## src/rtl/sr_gate_seq.sv

```systemverilog
module sr_gate_seq #(
  parameter int TMO_CYCLES   = 1250,
  parameter int BLANK_CYCLES = 31,
  parameter int CLR_CYCLES   = 25
) (
  input  logic clk,
  input  logic rst,
  input  logic sync_pos,
  input  logic sync_neg,
  input  logic rev_trip,
  input  logic uv_low,
  output logic fwd_gate,
  output logic catch_gate
);
  localparam int BW = (BLANK_CYCLES > 0) ? $clog2(BLANK_CYCLES + 1) : 1;

  logic pos_q, neg_q;
  logic rise_p, rise_n, pos_ev, neg_ev;
  logic drive_fwd, drive_catch, armed, rc_off, expired;
  logic [BW-1:0] blank_cnt;
  logic blank_done, trip;

  assign rise_p = sync_pos & ~pos_q;
  assign rise_n = sync_neg & ~neg_q;
  assign pos_ev = rise_p & ~rise_n;
  assign neg_ev = rise_n & ~rise_p;

  assign fwd_gate   = drive_fwd & ~uv_low & ~expired;
  assign catch_gate = drive_catch & ~rc_off & ~uv_low & ~expired;

  assign blank_done = (blank_cnt == BW'(BLANK_CYCLES));
  assign trip       = catch_gate & blank_done & rev_trip;

  always_ff @(posedge clk) begin
    if (rst) begin
      pos_q <= 1'b0;
      neg_q <= 1'b0;
    end else begin
      pos_q <= sync_pos;
      neg_q <= sync_neg;
    end
  end

  always_ff @(posedge clk) begin
    if (rst) begin
      drive_fwd   <= 1'b0;
      drive_catch <= 1'b0;
      armed       <= 1'b0;
    end else if (neg_ev) begin
      drive_fwd   <= 1'b1;
      drive_catch <= 1'b0;
      armed       <= 1'b0;
    end else if (pos_ev) begin
      drive_fwd   <= 1'b0;
      drive_catch <= 1'b1;
      armed       <= 1'b1;
    end
  end

  always_ff @(posedge clk) begin
    if (rst)
      rc_off <= 1'b0;
    else if (neg_ev)
      rc_off <= 1'b0;
    else if (trip)
      rc_off <= 1'b1;
  end

  always_ff @(posedge clk) begin
    if (rst || !catch_gate)
      blank_cnt <= '0;
    else if (!blank_done)
      blank_cnt <= blank_cnt + 1'b1;
  end

  generate
    if (TMO_CYCLES > 0) begin : g_tmo
      localparam int TW = $clog2(TMO_CYCLES + 1);
      localparam int CW = (CLR_CYCLES > 1) ? $clog2(CLR_CYCLES) : 1;
      logic [TW-1:0] tmo_cnt;
      logic [CW-1:0] clr_rem;
      logic clr_ev;

      assign clr_ev  = neg_ev & armed;
      assign expired = (tmo_cnt == TW'(TMO_CYCLES));

      always_ff @(posedge clk) begin
        if (rst) begin
          tmo_cnt <= '0;
          clr_rem <= '0;
        end else if (clr_ev) begin
          tmo_cnt <= '0;
          clr_rem <= CW'(CLR_CYCLES - 1);
        end else if (clr_rem != '0) begin
          tmo_cnt <= '0;
          clr_rem <= clr_rem - 1'b1;
        end else if (!expired) begin
          tmo_cnt <= tmo_cnt + 1'b1;
        end
      end
    end else begin : g_no_tmo
      assign expired = 1'b0;
    end
  endgenerate
endmodule


```

## config.mk

```make
export PLATFORM = sky130hd
export DESIGN_NAME = sr_gate_seq
export DESIGN_NICKNAME = d
export VERILOG_FILES = /design/src/rtl/sr_gate_seq.sv
export SDC_FILE = /design/constraint.sdc
export NUM_CORES = 1
export LEC_CHECK = 0
export ABC_AREA = 1
export CAP_MARGIN = 10
export CORE_MARGIN = 2
export CORE_UTILIZATION = 51
export DETAILED_ROUTE_END_ITERATION = 7
export PLACE_DENSITY = 0.73
export RECOVER_POWER = 25
export SLEW_MARGIN = 20
export SYNTH_ARGS = -nofsm -noshare
export SYNTH_HDL_FRONTEND = slang
export SYNTH_SLANG_ARGS = --single-unit
```

## constraint.sdc

```tcl
create_clock -name clk -period 1.3 [get_ports clk]
set_clock_uncertainty 0.1 [all_clocks]
set_input_delay 0.325 -clock clk [delete_from_list [all_inputs] [get_ports clk]]
set_output_delay 0.325 -clock clk [all_outputs]
set_load 0.02 [all_outputs]
```

==> Word level (Yosys, flattened, before mapping) <==
Index checks and enable logic that the tools add are counted.
W data, S select, Z words.
{ "op_classes": {"add_sub_neg": 3, "n_eq_ne": 2, "n_mux": 4, "bitwise_logic": 19, "n_reduce_logical": 8} }
{ "op_table": {"columns": ["op", "n"], "rows": [
  ["$and A1 B1 Y1", 12],
  ["$add A11 B1 Y11 const B", 1],
  ["$eq A11 B11 Y1 const B", 1],
  ["$mux W5", 2],
  ["$not A1 Y1", 7],
  ["$add A5 B1 Y5 const B", 1],
  ["$eq A5 B5 Y1 const B", 1],
  ["$reduce_bool A5 Y1", 1],
  ["$sub A5 B1 Y5 const B", 1],
  ["$reduce_bool A2 Y1", 2],
  ["$reduce_or A2 Y1", 2],
  ["$reduce_or A3 Y1", 1],
  ["$mux W1", 2],
  ["$logic_not A1 Y1", 1],
  ["$logic_or A1 B1 Y1", 1]
]} }
{ "totals": {"ff_bits": 26, "out_inout_bits": 2} }

==> Logic depth before layout (Yosys ltp) <==
Gate-level depths: netlist of the first run.
{ "depth": {"depth_word": 6, "depth_mapped": 9, "ltp_nobuf": 9} }

==> Worst setup path after synthesis of the first run <==
Ideal clock, no wire load.
{ "synth_timing": {"path_type": "reg2out", "start": "register g_tmo.tmo_cnt[0]", "end": "output fwd_gate", "arrival_ps": 1129, "required_ps": 875, "slack_ps": -254, "stages_incl_launch_ff": 8, "path_cell_list": "dfxtp_1 -> inv_1 -> ha_1 -> nand2_1 -> nor2_2 -> nand3_4 -> nand2_1 -> nor2_1"} }
{ "synth_between": {"elab_chain_cells": 3} }
{ "synth_rtl": {"columns": ["element", "line_no", "text"], "rows": [
  ["from (decl)", "80", "logic [TW-1:0] tmo_cnt;"],
  ["from (signal assigned)", "98", "tmo_cnt <= tmo_cnt + 1'b1;"],
  ["$eq A11 B11 Y1", "85", "assign expired = (tmo_cnt == TW'(TMO_CYCLES));"],
  ["$not A1 Y1", "28", "assign fwd_gate = drive_fwd & ~uv_low & ~expired;"],
  ["$and A1 B1 Y1", "28", null],
  ["to (decl)", "12", "output logic fwd_gate,"]
]} }
No other way between the ends.

==> Worst setup path in the final report of the first run <==
{ "layout_timing": {"start": "register g_tmo.tmo_cnt[0]", "end": "output catch_gate"} }
{ "layout_between": {"elab_chain_cells": 3} }
{ "layout_rtl": {"columns": ["element", "line_no", "text"], "rows": [
  ["$eq A11 B11 Y1", "85", null],
  ["$not A1 Y1", "29", "assign catch_gate = drive_catch & ~rc_off & ~uv_low & ~expired;"],
  ["$and A1 B1 Y1", "29", null],
  ["to (decl)", "13", "output logic catch_gate"]
]} }
No other way between the ends.

==> flow_summary.yaml, run 1 <==
yosys:
  syn_nets: 177
  synth_ff_type: "dfxtp_1"
  synth_largest_area_cell: "dfxtp_1"
  yosys_warnings: 0
  ys_seq_elements: 26
  synth_area_mm2: 0.00125
  yosysTopAreaCellShare_pct: 41.5
  seq_area_frac_synth_pct: 41.5
  netlist_instances: 164
  async_flop_share_pct: 0
  netlist_top_cells_area: "dfxtp_1 (41%), nand2_1 (10%), nor2_1 (7.5%), ha_1 (7.0%), inv_1 (6.3%)"
  synth_edf_count: 0
  synth.avg_cell_area_um2: 7.65
  ys_types: 24
global_route:
  grt_pass1_vias: 1252
  grt_util_all_layers_pct: 23.5
  grt_pass1_wl_mm: 4.95
  grt_max_degree: 14
  antenna_found_initial: 0
  grt-ovfl-total: 0
finish:
  layout_common_cells: "buf_4 (28), nand2_1 (22), dfxtp_1 (20)"
  final_common_cell: "buf_4"
  fillCellCount: 137
  final_net_count: 222
  drive_gt1_share_pct: 47.8
  synthToLayoutAreaGrowth_pct: 45.1
  diodes: 0
setup_path:
  crit_arrival_ns: 1.44
  crit_slowest_cell: "dfxtp_2"
  path_delay_family: "simple AND/OR/NAND/NOR gates"
  path_buf_inv: 2
  cp-start-kind: "flop"
  criticalPathCategory: "flop to primary output"
  slowest_delay_ns: 0.35
  path_max_fanout: 3
  reg2reg_from: "pos_q"
  critPathCaptureType: "primary output"
  required_ns: 0.88
  cp_cell_sequence: "inv_2, ha_4, nand2_4, nor2_4, nand3_4, and2_4, buf_6"
  ff2ff_path_depth: 8
  r2r_end: "g_tmo.tmo_cnt[5]"
  rrSetupSlack_ns: -0.23
place:
  dp_slack_ns: -0.963
  gp_congestion: 0.749
  io_buffers: 7
  dp_hpwl_mm: 1.95
die:
  io_pins: 8
  die_area_mm2: 0.00287
  die_w_um: 53.6
  initial_core_util_pct: 55.1
  core_mm2: 0.00228
  dieHeight_um: 53.6
  row_count: 17
sta:
  max_freq_mhz: 537
  finalCritPeriodShare_pct: 143
  hold_viol_final: 0
  slew_viol_final: 0
  rsz0062_at_grt: "yes"
  tightest_slew_ns: 0.294
  relSlewSlack_pct: 80.3
  post-route-min-period_ns: 1.86
  fin_ws_ns: -0.561
  setup_viol: 21
cts:
  path_clk_slew_ns: 0.14
  htree_levels: 1
  clock_latency_ns: 0.33
  cts_tree: "built"
  cts_root_buffer: "clkbuf_4"
  cts.sinks: 26
  clock_path_buffers: 2
  cts_inserted_buffers: 3
routing:
  first_pass_iters: 4
  dr_total_vias: 1168
  antenna_left: 0
  route.detailed.wl_per_inst_um: 12.2
  wl_mm: 2.86
  drtIter0Drc: 8
  drc: 0
  viasPerCell: 4.97
run_status:
  outcome: "finished with violations"
  violations: "negative setup slack"
min_path:
  min_to: "pos_q"
  worstHoldPathType: "input port to flop"
  whs_path_depth: 4
  hold_path.startpoint: "sync_pos"
power_and_ir_drop:
  cellLeakagePower_uw: 0.000753
  vdd_drop_max_v: 0.00123
  power.density_mw_per_mm2: 1130
  p_total_uw: 2070
job:
  cap_violations: 0
[synthesized netlist by cell type (3+ instances only)]
cell     instances
nor2_1          25
a21oi_1         11
nand2_2          3
nand2_1         35
nand3_1          5
xor2_1           6
nor3_1           3
inv_1           21
nor2_4           4
ha_1             7
dfxtp_1         26
[routing by layer]
layer  GRT usage, %  up-vias  wire (um)
met5              0        -          0
met4           7.69        0         46
met3           5.83        8         85
met2           46.3       17       1510
met1           23.8      547       1220
li1               -      596          -
[sequential cells by signal, summed over array words and instances, names as in the netlist]
signal         count
armed              1
blank_cnt          5
drive_fwd          1
g_tmo.clr_rem      5
g_tmo.tmo_cnt     11
neg_q              1
pos_q              1
rc_off             1
[layout make-up]
| cell class | count | area (um^2) | share of cell area (%) |
|---|---|---|---|
| multi-input combinational | 114 | 822 | 45.2 |
| sequential | 26 | 528 | 29.0 |
| timing repair buffer | 39 | 312 | 17.1 |
| inverter | 24 | 93.8 | 5.15 |
| tap | 28 | 35.0 | 1.92 |
| clock buffer | 3 | 22.5 | 1.24 |
| timing repair inverter | 1 | 7.51 | 0.412 |
[worst max-delay path by stage]
stage          depth (start not counted)  slack, ns         end             start
2_1_floorplan                          7      -0.09    fwd_gate  g_tmo.tmo_cnt[0]
4_1_cts                                7      -0.56  catch_gate  g_tmo.tmo_cnt[0]
5_1_grt                                8      -0.64    fwd_gate  g_tmo.tmo_cnt[0]
6_report                               7      -0.56  catch_gate  g_tmo.tmo_cnt[0]
3_5_place_dp                           4      -0.96  catch_gate            uv_low
3_3_place_gp                           4      -0.85  catch_gate            uv_low
[worst register-to-register path, stage by stage, from the launching register on]
cell and delay, ns:
dfxtp_2 0.34, nor2_2 0.09, inv_1 0.06, ha_2 0.18
nand2_2 0.06, nand2_2 0.06, nor2_4 0.25, clkinvlp_4 0.22
nor2_2 0.13
[stage by stage]
step                utilization [%]  instances  TNS [ns]  hold WS [ns]  area (um^2)
floorplan                         -        164    -0.252         0.294         1320
global placement               71.6        227    -11.82         0.341         1630
detailed placement             71.6        227    -13.45         0.344         1630
CTS                            76.9        235     -3.78         0.322         1750
global route                   80.0        235     -4.84         0.344         1820
finish                         80.0        235     -3.36         0.323         1820
[power by group]
group          internal, uW  switching (uW)
registers               879            57.0
logic                   373             407
clock network           109             242
total                  1360             705
[cells by family after synthesis]
family,synth area share [%]
simple gates,33.2
flops,41.5
buf+inv,7.28
compound gates,6.18
xor+xnor,4.89
fa+ha+maj,6.98
[what timing repair did]
action,CTS,global route
hold buffers,0,0
setup buffers,4,1
resized for setup,35,17
pin swaps,14,10
endpoints found under the setup margin,25,23
endpoints found under the hold margin,0,0
cloned,1,0
(Power assumes the default switching activity.)
==> run 2: changes to the inputs <==
--- a/config.mk
+++ b/config.mk
@@ -5,13 +5,13 @@
 export SDC_FILE = /design/constraint.sdc
 export NUM_CORES = 1
 export LEC_CHECK = 0
-export ABC_AREA = 1
 export CAP_MARGIN = 10
 export CORE_MARGIN = 2
 export CORE_UTILIZATION = 51
 export DETAILED_ROUTE_END_ITERATION = 7
 export PLACE_DENSITY = 0.73
 export RECOVER_POWER = 25
+export SKIP_LAST_GASP = 1
 export SLEW_MARGIN = 20
 export SYNTH_ARGS = -nofsm -noshare
 export SYNTH_HDL_FRONTEND = slang
==> run 2 against run 1 <==
Compared with the run above:
- the run still ends with negative setup slack left
- register-to-register slack got worse by 0.50 ns
- die area fell by 0.93%
- first-iteration DRC count rose to 13 times the previous value
- routed wire length rose by 95%
- sequential power rose by 3.7%
- maximum frequency fell by 20%
- synthesized area fell by 1.0%
==> flow_summary.yaml, run 2 <==
job:
  cap_violations: 0
sta:
  fin_ws_ns: -1.01
  post-route-min-period_ns: 2.31
  finalCritPeriodShare_pct: 178
  setup_viol: 25
  max_freq_mhz: 432
  hold_ws_ns: 0.311
  slew_viol_final: 0
  tightest_slew_ns: 0.357
  rsz0062_at_grt: "yes"
  hold_viol_final: 0
  relSlewSlack_pct: 76.0
routing:
  dr_total_vias: 1531
  drc: 0
  first_pass_iters: 6
  viasPerCell: 6.71
  wl_mm: 5.59
  route.detailed.wl_per_inst_um: 24.5
  antenna_left: 0
  drtIter0Drc: 102
power_and_ir_drop:
  pwr-share-clk_pct: 16.3
  p_total_uw: 2690
  intPower_uw: 1730
  cellLeakagePower_uw: 0.000869
  p_comb_share_pct: 47.6
  power.density_mw_per_mm2: 1250
  vdd_drop_max_v: 0.00143
  swShare_pct: 35.6
  p_switching_uw: 955
  seqPwrFrac_pct: 36.2
yosys:
  muxShareOfSynthArea_pct: 3.22
  synth.most_common_cell: "dfxtp_1"
  synth_fa_ha_area_share_pct: 7.05
  synth-simple-area-share_pct: 29.1
  netlist_top_cells_area: "dfxtp_1 (42%), ha_1 (7.0%), mux2i_1 (3.2%), nor4_1 (3.0%), xor2_1 (2.8%)"
  yosys-top-cells-count: "dfxtp_1 (26), nand2_1 (8), ha_1 (7)"
  synth_ff_type: "dfxtp_1"
  yosys_warnings: 0
  synth_largest_area_cell: "dfxtp_1"
  syn_nets: 145
  synth_area_mm2: 0.00124
  ys_seq_elements: 26
  seq_area_frac_synth_pct: 41.9
  yosysTopAreaCellShare_pct: 41.9
  synth_top_family_by_area: "simple AND/OR/NAND/NOR gates"
  netlist_instances: 132
  async_flop_share_pct: 0
  synth.avg_cell_area_um2: 9.41
  synth_xor_area_share_pct: 4.93
  synth_compound_area_share_pct: 10.5
  ys_types: 35
  synth_edf_count: 0
finish:
  final_common_cell: "buf_4"
  largest_reg_flops: 11
  synthToLayoutAreaGrowth_pct: 73.5
  diodes: 0
  largestRegisters: "g_tmo.tmo_cnt x11, blank_cnt x5, g_tmo.clr_rem x5"
  top_register: "g_tmo.tmo_cnt"
  final_net_count: 214
  fillCellCount: 52
  layout_common_cells: "buf_4 (48), dfxtp_1 (15), buf_6 (11)"
  drive_gt1_share_pct: 59.5
die:
  die_area_mm2: 0.00285
  core_mm2: 0.00225
  dieHeight_um: 53.4
  die_w_um: 53.4
  initial_core_util_pct: 55.1
  io_pins: 8
  row_count: 17
global_route:
  grt_pass1_vias: 1490
  antenna_found_initial: 0
  grt_util_all_layers_pct: 37.8
  grt-ovfl-total: 0
  grt_max_degree: 15
  grt_pass1_wl_mm: 7.36
run_status:
  violations: "negative setup slack"
  outcome: "finished with violations"
setup_path:
  critPathCaptureType: "primary output"
  r2r_end: "g_tmo.tmo_cnt[1]"
  cp-start-kind: "flop"
  crit_arrival_ns: 1.89
  rrSetupSlack_ns: -0.73
  required_ns: 0.88
  reg2reg_from: "g_tmo.tmo_cnt[0]"
  startpoint: "g_tmo.tmo_cnt[0]"
  cp-endpoint: "catch_gate"
  path_max_fanout: 2
  ff2ff_path_depth: 7
  criticalPathCategory: "flop to primary output"
cts:
  cts_inserted_buffers: 3
  ctsHoldBuffers: 0
  clock_latency_ns: 0.34
  cts_tree: "built"
  path_clk_slew_ns: 0.15
  htree_levels: 1
  cts_root_buffer: "clkbuf_4"
  cts.sinks: 26
  clock_path_buffers: 2
place:
  io_buffers: 7
  dp_hpwl_mm: 2.24
  dp_slack_ns: -1.01
  gp_congestion: 0.720
min_path:
  worstHoldPathType: "input port to flop"
  whs_path_depth: 2
-- run 2: changes by cell type in the layout (fill, tap and decap cells not counted), sizes merged, moves of 5 or more --
cell   before  now
a21oi      11    6
nor4        0    6
or3         0    5
inv        23    6
nand2      39    9
nor2       31    5
buf        33   61
-- run 2: final cells by class --
class | instances | area [um^2] | area share [%]
Clock buffer | 4 | 36.3 | 1.68
Multi-Input combinational cell | 97 | 946 | 43.9
Inverter | 6 | 22.5 | 1.04
Tap cell | 28 | 35.0 | 1.63
Timing Repair Buffer | 67 | 579 | 26.9
Sequential cell | 26 | 537 | 24.9
-- run 2: how the worst min path moves through the flow --
stage / startpoint / end / slack [ns]
finish: sync_pos / pos_q / 0.31
floorplan: g_tmo.tmo_cnt[10] / g_tmo.tmo_cnt[10] / 0.35
global placement: drive_fwd / drive_fwd / 0.40
detailed placement: drive_fwd / drive_fwd / 0.42
CTS: sync_neg / neg_q / 0.30
global route: sync_pos / pos_q / 0.29
-- run 2: cells by family (layout without fill, tap and decap cells) --
kind of cell / Yosys count / after routing
and+or+nand+nor: 57 / 58
DFF: 26 / 26
AOI/OAI and AO/OA: 21 / 21
buffers and inverters: 10 / 77
adders and majority gates: 7 / 7
xor gates and xnor gates: 7 / 7
muxes: 4 / 4
-- run 2: repair_timing --
action	in CTS	in global routing
gates resized for setup	63	15
pin swaps	18	11
buffers inserted	17	5
hold endpoints to repair	0	0
gates cloned	2	0
setup endpoints to repair	26	25
-- run 2: critical path, stage by stage, from the launching register on --
cell and delay [ns]:
dfxtp_2 0.35, inv_2 0.07, ha_4 0.12, or4b_4 0.48, nor3_4 0.18, buf_6 0.14, nor4b_4 0.04, buf_4 0.17
-- run 2: power groups by stage --
stage                     logic (uW)  registers, uW  clock network, uW
final                           1280            971                437
after global routing            1340            979                469
after CTS                       1030            963                432
after detailed placement         730            967                  0
after global placement           691            959                  0
after floorplan                  416            963                  0
-- run 2: routing by layer --
layer / vias to the layer above / global-route usage, % / wire [um]
met5: - / 0 / 0
met4: 0 / 18.8 / 408
met3: 54 / 10.5 / 468
met2: 135 / 62.8 / 2690
met1: 719 / 44.0 / 2020
li1: 623 / - / -
-- run 2: stage by stage --
stage	area (um^2)	TNS, ns	util [%]	std cells
floorplan	1310	-4.89	-	132
global placement	1700	-13.55	75.5	205
detailed placement	1700	-14.78	75.5	205
CTS	2100	-10.30	93.2	226
global route	2160	-11.84	95.6	228
finish	2160	-10.93	95.6	228
==> run 3: changes to the inputs <==
--- a/config.mk
+++ b/config.mk
@@ -7,10 +7,11 @@
 export LEC_CHECK = 0
 export CAP_MARGIN = 10
 export CORE_MARGIN = 2
-export CORE_UTILIZATION = 51
+export CORE_UTILIZATION = 57
 export DETAILED_ROUTE_END_ITERATION = 7
-export PLACE_DENSITY = 0.73
+export PLACE_DENSITY = 0.77
 export RECOVER_POWER = 25
+export SETUP_SLACK_MARGIN = 0.3
 export SKIP_LAST_GASP = 1
 export SLEW_MARGIN = 20
 export SYNTH_ARGS = -nofsm -noshare
==> constraint.sdc (replaced) <==
create_clock -name clk -period 2.6 [get_ports clk]
set_clock_uncertainty 0.1 [all_clocks]
set_input_delay 0.65 -clock clk [delete_from_list [all_inputs] [get_ports clk]]
set_output_delay 0.65 -clock clk [all_outputs]
set_load 0.02 [all_outputs]
==> run 3 against run 2 <==
Compared with the run above:
- the run now ends clean
- core utilization is 22 points lower
- die area is 9.8% lower
- non-clock buffer count is 49 lower
- first-iteration DRC count is 75% lower
- final cell count is 22% lower
- critical path type unchanged
- largest cell class unchanged
- highest routed layer is now met3
==> flow_summary.yaml, run 3 (synthesis results as in run 2) <==
run_status:
  outcome: "finished, final reports clean"
power_and_ir_drop:
  power.density_mw_per_mm2: 706
  p_total_uw: 1050
  cellLeakagePower_uw: 0.000553
  vdd_drop_max_v: 0.000553
place:
  dp_cells: 172
  dp_hpwl_mm: 1.79
  gp_congestion: 0.819
  place_area_mm2: 0.00141
  io_buffers: 7
finish:
  largestRegisters: "g_tmo.tmo_cnt x11, blank_cnt x5, g_tmo.clr_rem x5"
  final_area_mm2: 0.00148
  utilization_pct: 74.0
  largest_reg_flops: 11
  layout_common_cells: "dfxtp_1 (24), buf_4 (10), nand2_1 (7)"
  stdcell_count: 177
  final_net_count: 164
  seq_area_um2: 523
  top_register: "g_tmo.tmo_cnt"
  diodes: 0
  fillCellCount: 154
  synthToLayoutAreaGrowth_pct: 19.2
  multi_input_area_um2: 712
  final_common_cell: "dfxtp_1"
  drive_gt1_share_pct: 16.7
setup_path:
  path_max_fanout: 4
  criticalPathCategory: "flop to primary output"
  critPathCaptureType: "primary output"
  required_ns: 1.85
  ff2ff_path_depth: 6
  cp-start-kind: "flop"
  crit_arrival_ns: 1.75
sta:
  slew_viol_final: 0
  setup_viol: 0
  tightest_slew_ns: 0.417
  relSlewSlack_pct: 72.2
  max_freq_mhz: 399
  finalCritPeriodShare_pct: 96.3
  rsz0062_at_grt: "yes"
  fin_setup_tns_ns: 0
  post-route-min-period_ns: 2.50
  hold_viol_final: 0
min_path:
  worstHoldPathType: "flop to flop"
  whs_path_depth: 2
cts:
  cts_inserted_buffers: 3
  htree_levels: 1
  path_clk_slew_ns: 0.14
  cts_tree: "built"
  clock_path_buffers: 2
  clock_latency_ns: 0.33
  cts_root_buffer: "clkbuf_4"
  ctsHoldBuffers: 0
  cts.sinks: 26
global_route:
  grt-ovfl-total: 0
  grt_pass1_wl_mm: 4.69
  grt_max_degree: 16
  grt_pass1_vias: 1077
  grt_util_all_layers_pct: 24.2
  antenna_found_initial: 0
die:
  row_count: 16
  die_area_mm2: 0.00257
  initial_core_util_pct: 62.1
  dieHeight_um: 50.7
  io_pins: 8
  core_mm2: 0.00200
  die_w_um: 50.7
routing:
  drtIter0Drc: 25
  drc: 0
  dr_total_vias: 1018
  first_pass_iters: 4
  antenna_left: 0
  wl_mm: 2.56
  route.detailed.wl_per_inst_um: 14.5
  viasPerCell: 5.75
job:
  cap_violations: 0
run 3: cell types whose count changed in the layout (fill, tap and decap cells not counted), sizes merged:
cell,delta
bufinv,+1
dlygate4sd3,+2
dlygate4sd2,-2
nand2,-1
buf,-50
run 3: area by class of cell:
type                            instances  area share, %
Inverter                                6           1.52
Tap cell                               27           2.28
Clock buffer                            3           1.52
Timing Repair Buffer                   18           9.29
Clock inverter                          1           2.03
Multi-Input combinational cell         96           48.1
Sequential cell                        26           35.3
run 3: stage by stage:
stage	worst slack (ns)	hold WS, ns
after detailed placement	-0.157	0.370
final	0.0958	0.390
after CTS	0.0936	0.388
after global routing	0.00863	0.417
after global placement	-0.127	0.363
after floorplan	0.327	0.347
run 3: final timing paths:
check / start / slack [ns] / end
setup / recovery: g_tmo.tmo_cnt[4] / 0.1 / catch_gate
hold reg to reg: rc_off / 0.39 / rc_off
setup reg to reg: g_tmo.tmo_cnt[0] / 0.62 / g_tmo.tmo_cnt[1]
hold / removal: rc_off / 0.39 / rc_off
run 3: layer usage:
layer	part of all wire [%]	wire (um)	track usage (%)	vias up
li1	-	-	-	519
met1	46	1170	28.2	486
met2	53	1350	43.9	13
met3	1.6	40	4.76	0
met4	0	0	8.11	0
met5	0	0	0	-
run 3: worst max-delay path: stages (launching register included):
cell and delay, ns:
dfxtp_1 0.38, or4bb_4 0.58, nor3_4 0.23, nor4b_2 0.08, buf_4 0.16
run 3: repair_timing:
| item | CTS | global route |
|---|---|---|
| setup buffers | 1 | 0 |
| pin swaps | 3 | 0 |
| setup endpoints to repair | 2 | 3 |
| cloned | 0 | 0 |
| gates resized for setup | 18 | 1 |
run 3: power breakdown:
part	leakage, uW	switching, uW	total, uW	internal [uW]
Clock	0.0000279	120	276	156
Combinational	0.000313	153	295	142
Sequential	0.000212	33.4	475	442
